$ cat src/rtl/cks_pkg.sv
package cks_pkg;

  typedef enum logic [2:0] {
    ST_SEEK,
    ST_LOW,
    ST_HIGH,
    ST_SETTLE,
    ST_SAMPLE
  } seq_state_t;

  // Cycles needed to cover a time in ns at a clock given in MHz, rounded up.
  function automatic int ns_to_cycles(input int ns, input int mhz);
    return (ns * mhz + 999) / 1000;
  endfunction

endpackage

$ cat src/rtl/cks_key_table.sv
module cks_key_table #(
  parameter int KEYS       = 64,
  parameter int KEY_W      = 6,
  parameter int LEN_W      = 7,
  parameter int OFF_W      = 8,
  parameter int MAX_BURST  = 64,
  parameter int KEY_LIMIT  = 32,
  parameter int DEF_BURST  = 8,
  parameter int DEF_OFFSET = 128
) (
  input  logic             clk,
  input  logic             rst_n,
  input  logic             wr_en,
  input  logic [KEY_W-1:0] wr_key,
  input  logic [LEN_W-1:0] wr_len,
  input  logic [OFF_W-1:0] wr_off,
  input  logic [KEY_W-1:0] rd_key,
  output logic [LEN_W-1:0] rd_len,
  output logic [OFF_W-1:0] rd_off
);

  localparam int CW = $clog2(KEYS + 1);
  localparam logic [CW-1:0]    LIM     = CW'(KEY_LIMIT);
  localparam logic [CW-1:0]    RST_CNT = (DEF_BURST == 0) ? '0 : CW'(KEY_LIMIT);
  localparam logic [LEN_W-1:0] MAX_LEN = LEN_W'(MAX_BURST);
  localparam logic [LEN_W-1:0] DEF_LEN = LEN_W'(DEF_BURST);
  localparam logic [OFF_W-1:0] DEF_OFF = OFF_W'(DEF_OFFSET);

  logic [LEN_W-1:0] len_q [KEYS];
  logic [OFF_W-1:0] off_q [KEYS];
  logic [CW-1:0]    en_count;

  logic old_on, new_on, blocked, accept;

  always_comb begin
    old_on  = (len_q[wr_key] != '0);
    new_on  = (wr_len != '0);
    blocked = (wr_len > MAX_LEN) || (!old_on && new_on && (en_count >= LIM));
    accept  = wr_en && !blocked;
  end

  always_ff @(posedge clk) begin
    if (!rst_n) begin
      for (int k = 0; k < KEYS; k++) begin
        len_q[k] <= (k < KEY_LIMIT) ? DEF_LEN : '0;
        off_q[k] <= DEF_OFF;
      end
      en_count <= RST_CNT;
    end else if (accept) begin
      len_q[wr_key] <= wr_len;
      off_q[wr_key] <= wr_off;
      if (!old_on && new_on)      en_count <= en_count + CW'(1);
      else if (old_on && !new_on) en_count <= en_count - CW'(1);
    end
  end

  assign rd_len = len_q[rd_key];
  assign rd_off = off_q[rd_key];

  // the table never holds more enabled keys than the limit
  p_enable_limit_r9: assert property (@(posedge clk) disable iff (!rst_n)
    en_count <= LIM);

endmodule

$ cat src/rtl/cks_scan_cursor.sv
module cks_scan_cursor #(
  parameter int KEYS  = 64,
  parameter int KEY_W = 6
) (
  input  logic             clk,
  input  logic             rst_n,
  input  logic             advance,
  output logic [KEY_W-1:0] key,
  output logic             wrapped
);

  localparam logic [KEY_W-1:0] LAST = KEY_W'(KEYS - 1);

  logic [KEY_W-1:0] key_q;
  logic             wrap_q;

  always_ff @(posedge clk) begin
    if (!rst_n) begin
      key_q  <= '0;
      wrap_q <= 1'b0;
    end else begin
      wrap_q <= advance && (key_q == LAST);
      if (advance) key_q <= (key_q == LAST) ? '0 : key_q + KEY_W'(1);
    end
  end

  assign key     = key_q;
  assign wrapped = wrap_q;

  // the wrap pulse coincides with the cursor sitting on key 0
  p_wrap_to_zero_r10: assert property (@(posedge clk) disable iff (!rst_n)
    wrap_q |-> (key_q == '0));

endmodule

$ cat src/rtl/cks_burst_engine.sv
module cks_burst_engine
  import cks_pkg::*;
#(
  parameter int LEN_W      = 7,
  parameter int LO_CYC     = 25,
  parameter int HI_CYC     = 25,
  parameter int LEAD_CYC   = 2,
  parameter int DWELL_CYC  = 17,
  parameter int SETTLE_CYC = 800
) (
  input  logic             clk,
  input  logic             rst_n,
  input  logic [LEN_W-1:0] key_len,
  input  logic             smp_ready,
  output logic             start,
  output logic             advance,
  output logic             x_on,
  output logic             gate,
  output logic             dac_phase,
  output logic             integ_rst,
  output logic             smp_valid
);

  localparam int MAX_A  = (LO_CYC > HI_CYC) ? LO_CYC : HI_CYC;
  localparam int MAX_C  = (MAX_A > SETTLE_CYC) ? MAX_A : SETTLE_CYC;
  localparam int CNT_W  = $clog2(MAX_C + 1);
  localparam logic [CNT_W-1:0] LO_END   = CNT_W'(LO_CYC - 1);
  localparam logic [CNT_W-1:0] HI_END   = CNT_W'(HI_CYC - 1);
  localparam logic [CNT_W-1:0] SET_END  = CNT_W'(SETTLE_CYC - 1);
  localparam logic [CNT_W-1:0] GATE_ON  = CNT_W'(LO_CYC - LEAD_CYC);
  localparam logic [CNT_W-1:0] GATE_OFF = CNT_W'(DWELL_CYC);

  seq_state_t       state;
  logic [CNT_W-1:0] cnt;
  logic [LEN_W-1:0] pulses;
  logic [LEN_W-1:0] len_q;

  always_ff @(posedge clk) begin
    if (!rst_n) begin
      state  <= ST_SEEK;
      cnt    <= '0;
      pulses <= '0;
      len_q  <= '0;
    end else begin
      unique case (state)
        ST_SEEK: begin
          if (key_len != '0) begin
            len_q  <= key_len;
            pulses <= '0;
            cnt    <= '0;
            state  <= ST_LOW;
          end
        end
        ST_LOW: begin
          if (cnt == LO_END) begin
            cnt   <= '0;
            state <= ST_HIGH;
          end else begin
            cnt <= cnt + CNT_W'(1);
          end
        end
        ST_HIGH: begin
          if (cnt == HI_END) begin
            cnt <= '0;
            if (pulses + LEN_W'(1) == len_q) begin
              state <= ST_SETTLE;
            end else begin
              pulses <= pulses + LEN_W'(1);
              state  <= ST_LOW;
            end
          end else begin
            cnt <= cnt + CNT_W'(1);
          end
        end
        ST_SETTLE: begin
          if (cnt == SET_END) begin
            cnt   <= '0;
            state <= ST_SAMPLE;
          end else begin
            cnt <= cnt + CNT_W'(1);
          end
        end
        ST_SAMPLE: begin
          if (smp_ready) state <= ST_SEEK;
        end
        default: state <= ST_SEEK;
      endcase
    end
  end

  always_comb begin
    start     = (state == ST_SEEK) && (key_len != '0);
    advance   = ((state == ST_SEEK) && (key_len == '0)) ||
                ((state == ST_SAMPLE) && smp_ready);
    x_on      = (state == ST_HIGH);
    gate      = ((state == ST_LOW) && (cnt >= GATE_ON)) ||
                ((state == ST_HIGH) && (cnt < GATE_OFF));
    dac_phase = (state == ST_SETTLE) || (state == ST_SAMPLE);
    integ_rst = (state == ST_SEEK);
    smp_valid = (state == ST_SAMPLE);
  end

  // a sample request is always preceded by the offset settle phase
  p_settle_first_r6: assert property (@(posedge clk) disable iff (!rst_n)
    $rose(smp_valid) |-> $past(dac_phase));

  // a pending request is not withdrawn before acceptance
  p_valid_held_r7: assert property (@(posedge clk) disable iff (!rst_n)
    (smp_valid && !smp_ready) |=> smp_valid);

endmodule

$ cat src/rtl/cap_key_scanner.sv
module cap_key_scanner
  import cks_pkg::*;
#(
  parameter int N_X        = 8,
  parameter int N_Y        = 8,
  parameter int MAX_BURST  = 64,
  parameter int KEY_LIMIT  = 32,
  parameter int DEF_BURST  = 8,
  parameter int DEF_OFFSET = 128,
  parameter int CLK_MHZ    = 100,
  parameter int DWELL_NS   = 167,
  parameter int SETTLE_NS  = 8000,
  parameter int LO_CYC     = 25,
  parameter int HI_CYC     = 25,
  parameter int LEAD_CYC   = 2,
  localparam int X_W       = $clog2(N_X),
  localparam int Y_W       = $clog2(N_Y),
  localparam int KEY_W     = X_W + Y_W,
  localparam int LEN_W     = $clog2(MAX_BURST + 1)
) (
  input  logic             clk,
  input  logic             rst_n,
  input  logic             cfg_we,
  input  logic [KEY_W-1:0] cfg_key,
  input  logic [LEN_W-1:0] cfg_burst,
  input  logic [N_X-1:0]   cfg_offset,
  output logic [N_X-1:0]   x_drive,
  output logic             x_is_dac,
  output logic [Y_W-1:0]   y_sel,
  output logic             y_gate,
  output logic [N_Y-1:0]   y_clamp,
  output logic             integ_rst,
  output logic             smp_valid,
  input  logic             smp_ready,
  output logic [KEY_W-1:0] smp_key,
  output logic             scan_done
);

  localparam int KEYS       = N_X * N_Y;
  localparam int DWELL_CYC  = ns_to_cycles(DWELL_NS, CLK_MHZ);
  localparam int SETTLE_CYC = ns_to_cycles(SETTLE_NS, CLK_MHZ);

  logic [KEY_W-1:0] cur_key;
  logic [LEN_W-1:0] rd_len;
  logic [N_X-1:0]   rd_off;
  logic [N_X-1:0]   off_q;
  logic             start, advance, x_on;
  logic [X_W-1:0]   row;
  logic [N_X-1:0]   row_hot;

  cks_key_table #(
    .KEYS(KEYS), .KEY_W(KEY_W), .LEN_W(LEN_W), .OFF_W(N_X),
    .MAX_BURST(MAX_BURST), .KEY_LIMIT(KEY_LIMIT),
    .DEF_BURST(DEF_BURST), .DEF_OFFSET(DEF_OFFSET)
  ) u_table (
    .clk(clk), .rst_n(rst_n),
    .wr_en(cfg_we), .wr_key(cfg_key), .wr_len(cfg_burst), .wr_off(cfg_offset),
    .rd_key(cur_key), .rd_len(rd_len), .rd_off(rd_off)
  );

  cks_scan_cursor #(.KEYS(KEYS), .KEY_W(KEY_W)) u_cursor (
    .clk(clk), .rst_n(rst_n), .advance(advance),
    .key(cur_key), .wrapped(scan_done)
  );

  cks_burst_engine #(
    .LEN_W(LEN_W), .LO_CYC(LO_CYC), .HI_CYC(HI_CYC), .LEAD_CYC(LEAD_CYC),
    .DWELL_CYC(DWELL_CYC), .SETTLE_CYC(SETTLE_CYC)
  ) u_engine (
    .clk(clk), .rst_n(rst_n), .key_len(rd_len), .smp_ready(smp_ready),
    .start(start), .advance(advance), .x_on(x_on), .gate(y_gate),
    .dac_phase(x_is_dac), .integ_rst(integ_rst), .smp_valid(smp_valid)
  );

  // Offset code is captured with the burst length, so a later write waits
  // for the next visit.
  always_ff @(posedge clk) begin
    if (!rst_n)     off_q <= '0;
    else if (start) off_q <= rd_off;
  end

  assign row     = cur_key[X_W-1:0];
  assign y_sel   = cur_key[KEY_W-1:X_W];
  assign smp_key = cur_key;

  generate
    for (genvar i = 0; i < N_X; i++) begin : g_row
      assign row_hot[i] = (row == X_W'(i));
    end
    for (genvar j = 0; j < N_Y; j++) begin : g_clamp
      assign y_clamp[j] = !(y_gate && (y_sel == Y_W'(j)));
    end
  endgenerate

  always_comb begin
    if (x_is_dac)  x_drive = off_q;
    else if (x_on) x_drive = row_hot;
    else           x_drive = '0;
  end

  // a single row line is active during bursts
  p_one_row_r1: assert property (@(posedge clk) disable iff (!rst_n)
    !x_is_dac |-> $onehot0(x_drive));

  // the gate is open on the cycle of a row rise and the cycle before
  p_gate_spans_rise_r4: assert property (@(posedge clk) disable iff (!rst_n)
    (!x_is_dac && !$past(x_is_dac) && ($past(x_drive) == '0) && (x_drive != '0))
      |-> (y_gate && $past(y_gate)));

  // a stalled request keeps its key and offset code
  p_request_stable_r7: assert property (@(posedge clk) disable iff (!rst_n)
    (smp_valid && !smp_ready) |=> ($stable(smp_key) && $stable(x_drive)));

endmodule

$ cat config.mk
export PLATFORM = sky130hd
export DESIGN_NAME = cap_key_scanner
export DESIGN_NICKNAME = d
export VERILOG_FILES = /design/src/rtl/cks_pkg.sv /design/src/rtl/cks_key_table.sv /design/src/rtl/cks_scan_cursor.sv /design/src/rtl/cks_burst_engine.sv /design/src/rtl/cap_key_scanner.sv
export SDC_FILE = /design/constraint.sdc
export NUM_CORES = 2
export LEC_CHECK = 0
export BUFFER_PORTS_ARGS = -buffer_cell sky130_fd_sc_hd__buf_2
export CORE_MARGIN = 4
export CORE_UTILIZATION = 40
export DETAILED_ROUTE_END_ITERATION = 10
export GPL_TIMING_DRIVEN = 0
export SLEW_MARGIN = 20
export SYNTH_ARGS = -nofsm -noshare
export SYNTH_HDL_FRONTEND = slang
export SYNTH_SLANG_ARGS = --single-unit
$ cat constraint.sdc
create_clock -name clk -period 8.9 [get_ports clk]
set_input_delay 0.89 -clock clk [delete_from_list [all_inputs] [get_ports clk]]
set_output_delay 0.89 -clock clk [all_outputs]
set_load 0.02 [all_outputs]
**Word level (Yosys, flattened, before mapping)**

Memory sizes are Yosys's and may differ from the RTL's. A register that Yosys moved wholly into a read port is not among the register bits.
Cells that the tools add are included.

- Bits in writable memories: 960
- Memories kept: 2
- Register bits after elaboration: 41

- $lt $le $gt $ge: 4
- Muxes and demuxes: 32
- Reduce and logical (&&, ||, !) cells: 52
- Add/sub/neg operators: 5
- Eq/ne operators: 28

Memories:

| name | words | bits a word | rd ports | clocked after Yosys merged registers in | write ports | RTL line | RTL |
|---|---|---|---|---|---|---|---|
| u_table.off_q | 64 | 8 | 1 | 1 | 64 | cks_key_table.sv:30 | `logic [OFF_W-1:0] off_q [KEYS];` |
| u_table.len_q | 64 | 7 | 2 | 1 | 64 | cks_key_table.sv:29 | `logic [LEN_W-1:0] len_q [KEYS];` |

Operators with widths:

| cell | number |
|---|---|
| 7-bit 2-to-1 mux | 6 |
| 10-bit 2-to-1 mux | 3 |
| 6-bit 2-to-1 mux | 5 |
| 10-bit case mux with 3 select lines | 1 |
| 3-bit equality test, second input constant | 9 |
| 8-bit 2-to-1 mux | 3 |
| 7-bit nonzero test | 3 |
| 3-bit by 2-bit equality test with 1-bit output, second input constant | 6 |
| 1-bit logical AND | 18 |
| 3-bit 2-to-1 mux | 5 |
| 3-bit case mux with 5 select lines | 1 |
| 7-bit by 1-bit adder with 7-bit output, second input constant | 2 |
| 7-bit case mux with 2 select lines | 1 |
| 1-bit zero test | 12 |
| 10-bit by 1-bit adder with 10-bit output, second input constant | 1 |
| 10-bit equality test, second input constant | 1 |
| 10-bit by 5-bit equality test with 1-bit output, second input constant | 1 |
| 10-bit by 5-bit greater-or-equal comparator with 1-bit output, second input constant | 1 |
| 10-bit by 5-bit < comparator with 1-bit output, second input constant | 1 |
| 3-bit by 1-bit equality test with 1-bit output, second input constant | 3 |
| 3-bit zero test | 3 |
| 2-bit by 1-bit inequality test with 1-bit output, second input constant | 4 |
| 8-bit OR reduction | 1 |
| 7-bit equality test | 1 |
| other kinds (17) | 29 |

**Logic depth before layout (Yosys ltp)**

An unclocked memory read counts as a cell.

- Depth in word-level cells: 13
- Depth in mapped cells: 22
- Depth with buffers taken out: 20

**By module**

From an unflattened synthesis, not the netlist that was laid out.

- Cell total of the unflattened synthesis: 3338
- Area total of the unflattened synthesis: 48605.4 um^2

By module, submodules not included:

| module | seq. area each (um^2) | cells an instance | instances | area each (um^2) |
|---|---|---|---|---|
| cks_key_table | 28967.8 | 3061 | 1 | 46249.4 |
| cks_burst_engine | 540.5 | 185 | 1 | 1554.0 |
| cap_key_scanner | 160.2 | 63 | 1 | 521.8 |
| cks_scan_cursor | 140.1 | 29 | 1 | 280.3 |

**Worst setup path after synthesis**

Ideal clock, no wire load.

- Kind: input to register
- From: in cfg_key[2]
- To: mem u_table.len_q[11][0], enable pin
- Data arrival time: 5.215 ns
- Buffers on the path: 5
- Library setup time: 0.408 ns
- Stages on the path: 19
- Setup slack: 3.277 ns
- Cells stage by stage: clkbuf_1 nor2b_1 nor2b_1 clkbuf_1 o41ai_1 nand4b_1 nor3_1 a41o_1 mux4_2 ha_1 o21ai_0 nand2_1 a21oi_1 and2_1 clkbuf_1 nand2_1 clkbuf_1 clkbuf_1 o21ai_0

RTL lines:

| what | RTL line | RTL |
|---|---|---|
| start: declaration | cap_key_scanner.sv:24 | `input logic [KEY_W-1:0] cfg_key,` |
| end: declaration | cks_key_table.sv:29 |  |

==> metrics.cfg <==
[sta]
rsz0062_at_grt = false
fmax_mhz = 109
fin_ws_ns = -0.281
hold_viol = 0
fin_crit_ns = 9.18
holdWs_ns = 0.510
worst_pin_slew_ns = 1.33
fin_crit_sh = 1.03
slew_viol_final = 0
finalSetupViolCount = 482
slew-limit-headroom = 0.109
fin_skew_ns = 0.0413
totalNegativeSetupSlack_ns = -54.83

[yosys]
synth-seq-area-share = 0.616
ys_types = 69
synth_edf_count = 960
synth_flop_cell = edfxtp_1
synth.avg_cell_area_um2 = 14.1
yosys_warnings = 0
ys_ff_latch = 1015
syn-num-nets = 3499
netlist_area_um2 = 48600
async_flop_share = 0
syn_inst = 3457

[setup_path]
cp-endpoint = u_table.off_q[50][5]$_SDFFCE_PN0P_
r2r_start = u_table.len_q[41][3]$_SDFFCE_PN0P_
crit_arrival_ns = 9.58
critPathRequiredTime_ns = 9.30
start_kind = primary input
critPathMaxFanout = 11
crit_type = in2reg
reg2regPathDepth = 18
crit_path_end_kind = flip-flop
startpoint = cfg_key[2]
ff2ff_setup_slack_ns = 1.79
reg2reg_to = u_table.off_q[50][5]$_SDFFCE_PN0P_

[routing]
vias = 34118
drtIter0Drc = 5891
wl_mm = 200
vias_per_cell = 6.31
drc = 0
wl_per_cell_um = 37.0
firstDrtPassIters = 6
ant_nets = 0

[power]
powerDensity_nw_per_um2 = 200
p_leak_nw = 19.6
power_mw = 11.2
ir_drop_uv = 153

[clock_tree]
post-cts-setup-buffers = 0
clock_latency_ns = 0.72
clk_pin_slew_ns = 0.06
cts_htree_levels = 3
cts_sinks = 1015
cts_tree = built
cts_root_buf = clkbuf_16
cts_buffers = 109
ctsLongestPathBuffers = 3
cts_hold_buffers = 0
cts_resized = 0

[global_route]
overflow = 0
grt_start_max_net_pins = 16
grt.total_usage = 0.311
grt_first_pass_wirelength_mm = 270
antenna_found_initial = 18
grt_pass1_vias = 32086

[placed_design]
io_buffers = 42
dp_slack_ns = -0.139
placed_area_um2 = 52100
dp_cells = 5181
gp_congestion = 1.04
dp_hpwl_mm = 145

[finish]
nFillCells = 10606
nets = 3723
regArea_um2 = 29900
finalNonFillerCells = 5403
syn2layout_area_growth_pct = 15.0
drive_gt1_frac = 0.193
final_area_um2 = 55900
multiInputGateArea_um2 = 17600
fin_util = 0.464

[hold_path]
holdPathStages = 1
hold_start = u_engine.cnt[0]$_SDFFE_PN0P_
hp-class = reg2reg

[status]
violations = setup timing
status = finished, violations left

[die]
rows = 127
die_x_um = 357
dieArea_um2 = 127000
core_area_um2 = 120000
initial_utilization = 0.404
ios = 55
die_y_um = 357

[flow_run]
maxCapViolations = 0

[metal layers]
metal  track usage  wire length (um)  vias up  part of all wire
met5             0                36        -           0.00018
met4         0.178             14100        6             0.071
met3         0.106             27300      581              0.14
met2         0.442             83600     2664              0.42
met1         0.416             74800    17415              0.37
li1              -                 -    13452                 -
[critical path, cell delays in order]
cell and delay [ns]:
clkbuf_1 0.18, nor2b_1 0.87, nor2b_1 1.13, clkbuf_2 0.72, o41ai_1 0.19, o221ai_1 0.13
nor4_1 0.14, o211ai_1 0.31, o21ai_0 0.42, mux4_2 0.63, ha_1 0.24, o21ai_0 0.08
nand2_1 0.07, a21oi_1 0.24, and2_1 0.18, clkbuf_1 0.46, nand2_1 0.74, clkbuf_1 0.53
clkbuf_1 0.53, o21ai_2 0.56, buf_6 0.26
[layout by cell type, fill, tap and decap left out, types with 18 or more instances in the layout]
cell type,n
edfxtp_1,960
and2_1,873
mux4_2,262
clkbuf_1,256
nor2_1,135
clkbuf_16,114
or3_1,104
nand2_1,90
buf_2,85
o21ai_0,79
o21ai_2,56
buf_6,56
dfxtp_1,55
mux2i_1,49
nand3_1,40
or4_1,38
a21oi_1,32
nor3_1,28
clkbuf_2,27
clkinv_2,26
o22ai_1,24
nor4_1,24
mux2_2,21
nand4_1,19
diode_2,18
inv_1,18
[cells by family after synthesis]
logic type,synth area share
muxes,0.136
buffers and inverters,0.0290
xor gates and xnor gates,0.00288
AOI/OAI and AO/OA,0.0424
adders and majority gates,0.00453
and+or+nand+nor,0.169
DFF,0.616
[power by group]
| part | total, mW | internal, mW | switching [mW] | leakage (nW) |
|---|---|---|---|---|
| clock | 4.77 | 2.76 | 2.01 | 1.80 |
| sequential | 5.43 | 5.35 | 0.0787 | 10.5 |
| combinational | 0.964 | 0.290 | 0.674 | 7.31 |
[worst min-delay path by stage]
stage                                            endpoint  slack (ns)
final                        u_engine.cnt[0]$_SDFFE_PN0P_        0.51
after global placement       u_engine.cnt[9]$_SDFFE_PN0P_        0.47
after detailed placement            off_q[7]$_SDFFE_PN0P_        0.49
after floorplan              u_engine.cnt[9]$_SDFFE_PN0P_        0.45
after global routing         u_engine.cnt[4]$_SDFFE_PN0P_        0.53
after CTS                 u_engine.pulses[2]$_SDFFE_PN0P_        0.51
[Yosys cell counts, types with 16 or more instances]
| library cell | count | area (um^2) |
|---|---|---|
| buf_2 | 22 | 110 |
| nand3_1 | 40 | 200 |
| buf_1 | 32 | 120 |
| inv_1 | 18 | 67.6 |
| nor3_1 | 29 | 145 |
| ha_1 | 16 | 200 |
| nand2_1 | 91 | 342 |
| dfxtp_1 | 55 | 1100 |
| edfxtp_1 | 960 | 28800 |
| or4_1 | 38 | 285 |
| mux2_2 | 21 | 236 |
| mux2i_1 | 49 | 490 |
| and2_1 | 873 | 5460 |
| nand4_1 | 19 | 119 |
| a21oi_1 | 32 | 160 |
| nor2_1 | 136 | 510 |
| clkbuf_1 | 262 | 983 |
| o21ai_0 | 143 | 716 |
| nor4_1 | 24 | 150 |
| or3_1 | 104 | 651 |
| mux4_2 | 262 | 5900 |
| o41ai_1 | 17 | 149 |
| o22ai_1 | 24 | 150 |
[state kept, by name, summed over array words and instances (netlist names), named ones only]
signal,flops
u_table.en_count,7
u_engine.cnt,10
off_q,8
u_engine.len_q,7
u_cursor.key,6
u_table.off_q,512
u_cursor.wrapped,1
u_engine.pulses,7
u_table.len_q,448
u_engine.state,3
[final cells by class]
cell class / count / share of cell area
Antenna cell: 18 / 0.000806
Buffer: 329 / 0.0248
Clock buffer: 138 / 0.0531
Clock inverter: 65 / 0.0125
Inverter: 22 / 0.00148
Multi-Input combinational cell: 2091 / 0.315
Sequential cell: 1015 / 0.536
Tap cell: 1612 / 0.0361
Timing Repair Buffer: 113 / 0.0208
(Power assumes the default switching activity.)
